### src/rtl/dws_pkg.sv
package dws_pkg;

  localparam int unsigned DWS_ADDR_W = 15;
  localparam int unsigned DWS_HALF_W = 24;

  typedef enum logic [1:0] {
    SEQ_FETCH = 2'd0,
    SEQ_HIGH  = 2'd1,
    SEQ_LOW   = 2'd2
  } seq_phase_e;

endpackage

### src/rtl/dws_pc.sv
module dws_pc #(
  parameter int unsigned ADDR_W = 15
) (
  input  logic              clk,
  input  logic              rst_n,
  input  logic              load_en,
  input  logic              jump,
  input  logic [ADDR_W-1:0] target,
  output logic [ADDR_W-1:0] pc_q,
  output logic [ADDR_W-1:0] pc_next
);

  function automatic logic [ADDR_W-1:0] step_addr(
    input logic [ADDR_W-1:0] cur,
    input logic              take_jump,
    input logic [ADDR_W-1:0] dest
  );
    if (take_jump) return dest;
    return cur + ADDR_W'(1);
  endfunction

  assign pc_next = step_addr(pc_q, jump, target);

  always_ff @(posedge clk) begin
    if (!rst_n)       pc_q <= '0;
    else if (load_en) pc_q <= pc_next;
  end

endmodule

### src/rtl/dws_ctrl_reg.sv
module dws_ctrl_reg #(
  parameter int unsigned HALF_W = 24
) (
  input  logic                clk,
  input  logic                rst_n,
  input  logic                capture,
  input  logic [2*HALF_W-1:0] word_in,
  input  logic                pick_low,
  output logic [HALF_W-1:0]   instr_out
);

  localparam int unsigned WORD_W = 2 * HALF_W;

  logic [WORD_W-1:0] word_q;

  function automatic logic [HALF_W-1:0] half_of(
    input logic [WORD_W-1:0] w,
    input logic              low
  );
    if (low) return w[HALF_W-1:0];
    return w[WORD_W-1:HALF_W];
  endfunction

  always_ff @(posedge clk) begin
    if (!rst_n)       word_q <= '0;
    else if (capture) word_q <= word_in;
  end

  assign instr_out = half_of(word_q, pick_low);

endmodule

### src/rtl/dws_bank_route.sv
module dws_bank_route #(
  parameter int unsigned ADDR_W = 15
) (
  input  logic              clk,
  input  logic              rst_n,
  input  logic              load_en,
  input  logic [ADDR_W-1:0] addr_next,
  input  logic              fetch_on,
  input  logic [ADDR_W-1:0] addr_cur,
  output logic              even_sel,
  output logic              odd_sel,
  output logic [ADDR_W-2:0] even_addr,
  output logic [ADDR_W-2:0] odd_addr
);

  localparam int unsigned BANK_AW = ADDR_W - 1;
  localparam int unsigned N_BANKS = 2;

  logic [BANK_AW-1:0] bank_addr_q [N_BANKS];
  logic [N_BANKS-1:0] bank_sel;

  function automatic logic bank_is_odd(input logic [ADDR_W-1:0] a);
    return a[0];
  endfunction

  for (genvar b = 0; b < N_BANKS; b++) begin : g_bank
    logic hit_next;
    assign hit_next    = (bank_is_odd(addr_next) == (b == 1));
    assign bank_sel[b] = fetch_on && (bank_is_odd(addr_cur) == (b == 1));
    always_ff @(posedge clk) begin
      if (!rst_n)                   bank_addr_q[b] <= '0;
      else if (load_en && hit_next) bank_addr_q[b] <= addr_next[ADDR_W-1:1];
    end
  end

  assign even_sel  = bank_sel[0];
  assign odd_sel   = bank_sel[1];
  assign even_addr = bank_addr_q[0];
  assign odd_addr  = bank_addr_q[1];

endmodule

### src/rtl/dual_word_sequencer.sv
module dual_word_sequencer
  import dws_pkg::*;
#(
  parameter int unsigned ADDR_W = DWS_ADDR_W,
  parameter int unsigned HALF_W = DWS_HALF_W
) (
  input  logic                clk,
  input  logic                rst_n,
  input  logic                mem_valid,
  input  logic [2*HALF_W-1:0] mem_rdata,
  input  logic                exec_done,
  input  logic                jump_taken,
  input  logic                skip_lower,
  input  logic [ADDR_W-1:0]   jump_target,
  output logic                fetch_req,
  output logic [ADDR_W-1:0]   fetch_addr,
  output logic                even_sel,
  output logic                odd_sel,
  output logic [ADDR_W-2:0]   even_addr,
  output logic [ADDR_W-2:0]   odd_addr,
  output logic                instr_valid,
  output logic                instr_upper,
  output logic [HALF_W-1:0]   instr
);

  seq_phase_e        phase_q, phase_d;
  logic [ADDR_W-1:0] pc_q, pc_next;

  // Named events, also watched by the checker
  logic word_accept;
  logic step_done;
  logic upper_cancel;
  logic lower_issue;
  logic word_retire;

  assign fetch_req   = (phase_q == SEQ_FETCH);
  assign instr_valid = (phase_q == SEQ_HIGH) || (phase_q == SEQ_LOW);
  assign instr_upper = (phase_q == SEQ_HIGH);

  assign word_accept  = fetch_req && mem_valid;
  assign step_done    = instr_valid && exec_done;
  assign upper_cancel = step_done && instr_upper && (jump_taken || skip_lower);
  assign lower_issue  = step_done && instr_upper && !jump_taken && !skip_lower;
  assign word_retire  = step_done && !lower_issue;

  always_comb begin
    phase_d = phase_q;
    unique case (phase_q)
      SEQ_FETCH: if (word_accept) phase_d = SEQ_HIGH;
      SEQ_HIGH: begin
        if (lower_issue)      phase_d = SEQ_LOW;
        else if (word_retire) phase_d = SEQ_FETCH;
      end
      SEQ_LOW:   if (step_done) phase_d = SEQ_FETCH;
      default:   phase_d = SEQ_FETCH;
    endcase
  end

  always_ff @(posedge clk) begin
    if (!rst_n) phase_q <= SEQ_FETCH;
    else        phase_q <= phase_d;
  end

  dws_pc #(.ADDR_W(ADDR_W)) u_pc (
    .clk     (clk),
    .rst_n   (rst_n),
    .load_en (word_retire),
    .jump    (jump_taken),
    .target  (jump_target),
    .pc_q    (pc_q),
    .pc_next (pc_next)
  );

  dws_ctrl_reg #(.HALF_W(HALF_W)) u_ctrl (
    .clk       (clk),
    .rst_n     (rst_n),
    .capture   (word_accept),
    .word_in   (mem_rdata),
    .pick_low  (phase_q == SEQ_LOW),
    .instr_out (instr)
  );

  dws_bank_route #(.ADDR_W(ADDR_W)) u_bank (
    .clk       (clk),
    .rst_n     (rst_n),
    .load_en   (word_retire),
    .addr_next (pc_next),
    .fetch_on  (fetch_req),
    .addr_cur  (pc_q),
    .even_sel  (even_sel),
    .odd_sel   (odd_sel),
    .even_addr (even_addr),
    .odd_addr  (odd_addr)
  );

  assign fetch_addr = pc_q;

endmodule

### config.mk
export PLATFORM = sky130hd
export DESIGN_NAME = dual_word_sequencer
export DESIGN_NICKNAME = d
export VERILOG_FILES = /design/src/rtl/dws_pkg.sv /design/src/rtl/dws_pc.sv /design/src/rtl/dws_ctrl_reg.sv /design/src/rtl/dws_bank_route.sv /design/src/rtl/dual_word_sequencer.sv
export SDC_FILE = /design/constraint.sdc
export NUM_CORES = 1
export LEC_CHECK = 0
export BUFFER_PORTS_ARGS = -buffer_cell sky130_fd_sc_hd__buf_2
export CAP_MARGIN = 20
export CORE_ASPECT_RATIO = 0.9
export CORE_MARGIN = 2
export CORE_UTILIZATION = 30
export DETAILED_ROUTE_END_ITERATION = 8
export GPL_ROUTABILITY_DRIVEN = 0
export PLACE_DENSITY_LB_ADDON = 0.3
export SLEW_MARGIN = 20
export SYNTH_ARGS = -nofsm -noshare
export SYNTH_HDL_FRONTEND = slang
export SYNTH_SLANG_ARGS = --single-unit
### constraint.sdc
create_clock -name clk -period 4.6 [get_ports clk]
set_clock_uncertainty 0.15 [all_clocks]
set_input_delay 1.38 -clock clk [delete_from_list [all_inputs] [get_ports clk]]
set_output_delay 1.38 -clock clk [all_outputs]
set_load 0.02 [all_outputs]
==> results of run 1 <==
[cells by family (layout without fill, tap and decap cells)]
family	count (synthesis)	after routing	synth area share
muxes	30	30	0.0756
and+or+nand+nor	217	217	0.224
buffers and inverters	39	166	0.0346
DFF	93	93	0.481
AOI/OAI and AO/OA	106	106	0.167
adders and majority gates	4	4	0.0112
xor gates and xnor gates	3	3	0.00591
[worst paths after layout]
kind	start	to	slack, ps	cells past startpoint
worst min-delay path	u_ctrl.word_q[42]$_SDFFE_PN0P_	u_ctrl.word_q[42]$_SDFFE_PN0P_	310	2
worst max-delay path	phase_q[0]$_SDFFE_PN0P_	instr[0]	1250	5
worst max register to register	u_pc.pc_q[0]$_SDFFE_PN0N_	u_bank.bank_addr_q[0][13]$_SDFFCE_PN0P_	1820	5
worst min register to register	u_ctrl.word_q[42]$_SDFFE_PN0P_	u_ctrl.word_q[42]$_SDFFE_PN0P_	310	2
[through the flow]
step | total power [mW] | worst slack, ps | utilization
CTS | 1.93 | 1210 | 0.382
global placement | 1.23 | 1080 | 0.363
floorplan | 1.12 | 842 | -
detailed placement | 1.23 | 945 | 0.363
global route | 2.00 | 1130 | 0.382
finish | 1.91 | 1250 | 0.382
[worst max-delay path, cell delays in order (launching register included)]
cell	delay [ps]
dfxtp_1	330
inv_1	80
ha_1	170
buf_4	340
mux2_2	390
buf_2	160
[power breakdown]
part	switching [mW]	total [mW]	internal, mW
sequential	0.0297	0.923	0.893
combinational	0.180	0.288	0.109
clock	0.324	0.694	0.370
total	0.533	1.91	1.37
[sequential cells by signal, summed over array words and instances (netlist names)]
register	flops
u_bank.bank_addr_q	28
phase_q	2
u_ctrl.word_q	48
u_pc.pc_q	15
[layout by cell type, fill, tap and decap left out, drive strengths merged, types with 10 or more instances in the layout]
master,count
nand2,113
nor3,15
o21ai,17
a21boi,55
clkbuf,10
mux2,26
buf,147
a21oi,10
edfxtp,28
dfxtp,65
nand3,11
nor2,36
[layer usage]
layer  up-vias  track usage  part of all wire
met5         -            0                 0
met4         0       0.0544             0.014
met3        14       0.0384             0.051
met2        94        0.269              0.50
met1      1882        0.184              0.44
li1       1962            -                 -
[area by class of cell]
class | instances | share of cell area
multi-input combinational | 360 | 0.386
inverter | 3 | 0.00202
clock buffer | 10 | 0.0410
sequential | 93 | 0.384
timing repair buffer | 147 | 0.135
clock inverter | 6 | 0.00807
tap | 198 | 0.0444
==> results.json, run 1 <==
{
  "grt_usage": 0.154,
  "hold_ws_ps": 313,
  "wl_um": 12100,
  "setup_viol": 0,
  "grt_pass1_wl_um": 19200,
  "critPathKind": "reg -> out",
  "cts_tree": "done",
  "seq_area_mm2": 0.00214,
  "status": "complete, no violations",
  "avgSynthCellArea_um2": 9.04,
  "ys_warn_count": 0,
  "ys_types": 54,
  "slew_headroom": 0.541,
  "grt_pass1_vias": 3820,
  "postRouteAntennaNets": 0,
  "layoutNonFillerInstCount": 817,
  "dp.cells": 801,
  "cap_violations": 0,
  "cp.required_ps": 3070,
  "vias": 3952,
  "initial_utilization": 0.305,
  "yosysTopAreaCellShare": 0.292,
  "cts_setup_buffers": 0,
  "cts_root_buf": "clkbuf_16",
  "max_freq_mhz": 298,
  "p_leak_nw": 2.34,
  "cp.arrival_ps": 1820,
  "hpwl_um": 8500,
  "finalCritPeriodShare": 0.729,
  "ir_drop_uv": 155,
  "die_w_um": 132,
  "nets": 687,
  "num-fill-cells": 1560,
  "place_area_mm2": 0.00531,
  "clk_pin_slew_ps": 60,
  "antenna_found_initial": 0,
  "worstPathMaxFanout": 24,
  "postSynthCellCount": 492,
  "core_area_mm2": 0.0146,
  "ys_seq_area_frac": 0.481,
  "ys_top_cells_by_count": "nand2_1 (113), dfxtp_1 (65), a21boi_0 (55), nor2_1 (35), edfxtp_1 (28)",
  "cts_resized": 0,
  "cts.sinks": 93,
  "grt-ovfl-total": 0,
  "rows": 42,
  "synth-edff-count": 28,
  "wire_per_inst_um": 14.8,
  "drive_above_1_share": 0.320,
  "via_per_inst": 4.84,
  "drt_pass1_iterations": 4,
  "synth.most_common_cell": "nand2_1",
  "die_h_um": 120,
  "drc": 0,
  "rsz0062_at_grt": "false",
  "period_needed_ps": 3350,
  "start_kind": "flip-flop",
  "finish.instance_area_mm2": 0.00558,
  "multi_input_comb_area_mm2": 0.00215,
  "worst_pin_slew_ps": 687,
  "synth-seq-cells": 93,
  "p_per_area_mw_per_mm2": 341,
  "cts_buffers": 9,
  "io_pins": 141,
  "clk_latency_ps": 350,
  "min_path_type": "reg -> reg",
  "ys.flop_type": "dfxtp_1",
  "finalHoldViolCount": 0,
  "grt_start_max_net_pins": 72,
  "tns_ps": 0,
  "syn2layout_area_growth_pct": 25.4,
  "hold_buffers": 0,
  "final_max_slew_viol_count": 0,
  "dieArea_mm2": 0.0158,
  "antenna_cells": 0,
  "synth_area_mm2": 0.00445,
  "synth_area_leaders": "dfxtp_1 (29%), edfxtp_1 (19%), nand2_1 (9.5%)",
  "clockBufferDepth": 2,
  "numPortBuffers": 140,
  "cp-end-kind": "output pin",
  "synth-async-reset-ratio": 0,
  "cts_htree_levels": 3,
  "synth_nets": 565,
  "drt_iter0_markers": 284,
  "synth_top_area_cell": "dfxtp_1"
}
No activity file was read; power rests on OpenSTA's default activity.
==> run 2: changes to the inputs <==
- clock period: 4.6 -> 3.4 ns (I/O delays scaled with it)
==> results.json, run 2 (synthesis gave the netlist of run 1 again) <==
{
  "critical-path-max-stage-delay_ps": 390,
  "worstPathMaxFanout": 24,
  "layout_commonest_cell": "buf_2",
  "period_needed_ps": 3020,
  "cts_buffers": 9,
  "critPathSlowestCell": "mux2_2",
  "drt_pass1_iterations": 4,
  "dieArea_mm2": 0.0158,
  "postRouteAntennaNets": 0,
  "largest_reg_flops": 48,
  "slew_headroom": 0.551,
  "power_mw": 2.80,
  "grt_usage": 0.156,
  "grt_pass1_wl_um": 19700,
  "critPathTopFamily": "buffers and inverters",
  "cts_resized": 0,
  "p_per_area_mw_per_mm2": 493,
  "cp.required_ps": 2230,
  "rows": 42,
  "cp_cell_sequence": "inv_1 -> ha_1 -> buf_4 -> mux2_2 -> buf_2",
  "max_flop_register": "u_ctrl.word_q",
  "clockBufferDepth": 2,
  "max_freq_mhz": 331,
  "grt_use_met3": 0.0355,
  "die_w_um": 132,
  "nets": 691,
  "finalCritPeriodShare": 0.887,
  "clk_latency_ps": 350,
  "hold_buffers": 0,
  "grt_util_met1": 0.191,
  "cp.arrival_ps": 1850,
  "wire_per_inst_um": 15.0,
  "finalHoldViolCount": 0,
  "antenna_found_initial": 0,
  "drive_above_1_share": 0.327,
  "p_leak_nw": 2.41,
  "drc": 0,
  "wl_um": 12300,
  "cts.sinks": 93,
  "cts_htree_levels": 3,
  "ir_drop_uv": 231,
  "numPortBuffers": 140,
  "start_kind": "flip-flop",
  "cap_violations": 0,
  "tns_ps": 0,
  "busiest_layer": "met2",
  "crit_buf_inv": 3,
  "hpwl_um": 8590,
  "use_met2": 0.266,
  "core_area_mm2": 0.0146,
  "cts_setup_buffers": 0,
  "die_h_um": 120,
  "worst_pin_slew_ps": 672,
  "vias": 3953,
  "rsz0062_at_grt": "false",
  "cts_root_buf": "clkbuf_16",
  "seq_area_mm2": 0.00214,
  "antenna_cells": 0,
  "final_cell_mix": "buf_2 (140), nand2_1 (113), dfxtp_1 (65), a21boi_0 (55), nor2_1 (35)",
  "clk_pin_slew_ps": 70,
  "min_path_type": "reg -> reg",
  "syn2layout_area_growth_pct": 27.6,
  "num-fill-cells": 1498,
  "final_max_slew_viol_count": 0,
  "via_per_inst": 4.81,
  "multi_input_comb_area_mm2": 0.00215,
  "status": "complete, no violations",
  "grt_pass1_vias": 3923,
  "grt_start_max_net_pins": 49,
  "cp-end-kind": "output pin",
  "setup_viol": 0,
  "drt_iter0_markers": 245,
  "io_pins": 141,
  "reg_top3": "u_ctrl.word_q x48, u_bank.bank_addr_q x28, u_pc.pc_q x15",
  "critPathKind": "reg -> out",
  "initial_utilization": 0.305,
  "final_util": 0.389,
  "cts_tree": "done",
  "grt-ovfl-total": 0
}
## run 2: worst min-delay path, stage by stage (launching register included)
cell and delay (ps):
dfxtp_1 310, nand2_1 40, a21boi_0 60
## run 2: final timing paths
path / slack, ps / depth (start not counted) / end / from
worst max-delay path: 380 / 5 / instr[8] / phase_q[0]$_SDFFE_PN0P_
worst min-delay path: 310 / 2 / u_ctrl.word_q[40]$_SDFFE_PN0P_ / u_ctrl.word_q[40]$_SDFFE_PN0P_
worst max register to register: 770 / 6 / u_bank.bank_addr_q[0][13]$_SDFFCE_PN0P_ / phase_q[0]$_SDFFE_PN0P_
worst min register to register: 310 / 2 / u_ctrl.word_q[40]$_SDFFE_PN0P_ / u_ctrl.word_q[40]$_SDFFE_PN0P_
## run 2: through the flow
stage / hold slack [ps] / cells / setup slack [ps] / area (um2)
4_1_cts: 316 / 821 / 372 / 5680
6_report: 310 / 821 / 383 / 5680
3_3_place_gp: 296 / 805 / 467 / 5340
2_1_floorplan: 290 / 492 / 2.02 / 4450
3_5_place_dp: 306 / 805 / 391 / 5340
5_1_grt: 336 / 821 / 290 / 5680
## run 2: routing by layer
layer	routed length, um	up-vias	share of wire
met5	0	-	0
met4	185	0	0.015
met3	555	15	0.045
met2	5890	84	0.48
met1	5690	1880	0.46
li1	-	1974	-
## run 2: cell type report
type,count,area share
repair buffers,151,0.138
inverters,3,0.00198
multi-input cells,360,0.379
well taps,198,0.0436
flip-flops and latches,93,0.377
clock buffers,11,0.0449
clock inverters,5,0.0152
## run 2: power by group
group          switching [mW]  internal, mW  total, mW
Combinational           0.244         0.150      0.394
Clock                   0.455         0.701       1.16
Sequential             0.0402          1.21       1.25
==> run 3: changes to the inputs <==
- CORE_MARGIN: 2 -> default
==> results.json, run 3 (synthesis gave the netlist of run 1 again) <==
{
  "cts_buffers": 9,
  "tns_ps": 0,
  "wire_per_inst_um": 14.9,
  "grt_pass1_vias": 3774,
  "die_h_um": 118,
  "clk_pin_slew_ps": 70,
  "antenna_cells": 0,
  "finalCritPeriodShare": 0.929,
  "largest_reg_flops": 48,
  "grt_util_met1": 0.226,
  "grt_start_max_net_pins": 51,
  "busiest_layer": "met2",
  "finalHoldViolCount": 0,
  "postRouteAntennaNets": 0,
  "drt_iter0_markers": 283,
  "grt_pass1_wl_um": 19800,
  "clk_latency_ps": 350,
  "drive_above_1_share": 0.325,
  "p_leak_nw": 2.38,
  "drc": 0,
  "r2r-end": "u_bank.bank_addr_q[0][10]$_SDFFCE_PN0P_",
  "start_kind": "flip-flop",
  "reg_top3": "u_ctrl.word_q x48, u_bank.bank_addr_q x28, u_pc.pc_q x15",
  "wl_um": 12100,
  "final_cell_mix": "buf_2 (140), nand2_1 (113), dfxtp_1 (65), a21boi_0 (55), nor2_1 (35)",
  "use_met2": 0.263,
  "clockBufferDepth": 2,
  "antenna_found_initial": 0,
  "die_w_um": 130,
  "hpwl_um": 8670,
  "grt_usage": 0.167,
  "startpoint": "phase_q[0]$_SDFFE_PN0P_",
  "numPortBuffers": 140,
  "r2r_slack_ps": 750,
  "rsz0062_at_grt": "false",
  "initial_utilization": 0.312,
  "via_per_inst": 4.82,
  "final_util": 0.396,
  "core_area_mm2": 0.0143,
  "cts_resized": 0,
  "num-fill-cells": 1487,
  "r2r_cells": 7,
  "multi_input_comb_area_mm2": 0.00215,
  "drt_pass1_iterations": 4,
  "cp.required_ps": 2230,
  "period_needed_ps": 3160,
  "hold_buffers": 0,
  "max_freq_mhz": 316,
  "rows": 41,
  "cp-end-kind": "output pin",
  "max_flop_register": "u_ctrl.word_q",
  "cts_tree": "done",
  "worst_pin_slew_ps": 631,
  "min_path_type": "reg -> reg",
  "nets": 689,
  "final_max_slew_viol_count": 0,
  "layout_commonest_cell": "buf_2",
  "worstPathMaxFanout": 19,
  "dieArea_mm2": 0.0153,
  "io_pins": 141,
  "cap_violations": 0,
  "setup_viol": 0,
  "critPathKind": "reg -> out",
  "vias": 3925,
  "cts.sinks": 93,
  "r2r_start": "phase_q[1]$_SDFFE_PN0P_",
  "status": "complete, no violations",
  "cts_setup_buffers": 0,
  "syn2layout_area_growth_pct": 26.8,
  "seq_area_mm2": 0.00214,
  "cp.arrival_ps": 1990,
  "cts_root_buf": "clkbuf_16",
  "crit_path_end": "instr[16]",
  "p_per_area_mw_per_mm2": 467,
  "grt-ovfl-total": 0,
  "grt_use_met3": 0.0441,
  "ir_drop_uv": 224,
  "cts_htree_levels": 3,
  "slew_headroom": 0.578
}
## run 3: layer usage
metal | vias up | share of wire | wire (um)
met3 | 11 | 0.049 | 592
met5 | - | 0 | 0
met4 | 0 | 0.012 | 141
li1 | 1958 | - | -
met1 | 1868 | 0.48 | 5770
met2 | 88 | 0.46 | 5590
## run 3: report_power, final
| part | internal, mW | switching (mW) |
|---|---|---|
| clock network | 0.513 | 0.475 |
| logic | 0.154 | 0.248 |
| registers | 1.21 | 0.0382 |
## run 3: layout make-up
class / instances / share of cell area
clock buffer: 9 / 0.0399
clock inverter: 7 / 0.0113
inverter: 3 / 0.00200
multi-input combinational: 360 / 0.382
sequential: 93 / 0.380
tap: 193 / 0.0428
timing repair buffer: 149 / 0.143
## run 3: worst max-delay path: stages (launching register included)
cell	delay [ps]
dfxtp_1	330
inv_1	80
ha_1	470
buf_12	240
mux2_2	350
buf_2	160
## run 3: worst min path at each step
stage | startpoint | to | slack (ps) | cells past startpoint
floorplan | u_ctrl.word_q[0]$_SDFFE_PN0P_ | u_ctrl.word_q[0]$_SDFFE_PN0P_ | 290 | 2
global placement | u_ctrl.word_q[23]$_SDFFE_PN0P_ | u_ctrl.word_q[23]$_SDFFE_PN0P_ | 300 | 2
detailed placement | u_ctrl.word_q[8]$_SDFFE_PN0P_ | u_ctrl.word_q[8]$_SDFFE_PN0P_ | 310 | 2
CTS | u_ctrl.word_q[8]$_SDFFE_PN0P_ | u_ctrl.word_q[8]$_SDFFE_PN0P_ | 320 | 2
global route | u_ctrl.word_q[26]$_SDFFE_PN0P_ | u_ctrl.word_q[26]$_SDFFE_PN0P_ | 330 | 2
finish | u_ctrl.word_q[22]$_SDFFE_PN0P_ | u_ctrl.word_q[22]$_SDFFE_PN0P_ | 310 | 2
## run 3: metrics by stage
step	hold WS [ps]	cell area, um2	setup WS [ps]	power, mW	std cells
floorplan	290	4450	2.02	1.52	492
global placement	297	5350	428	1.67	798
detailed placement	307	5350	327	1.68	798
CTS	316	5640	195	2.68	814
global route	328	5640	99.3	2.78	814
finish	311	5640	240	2.64	814
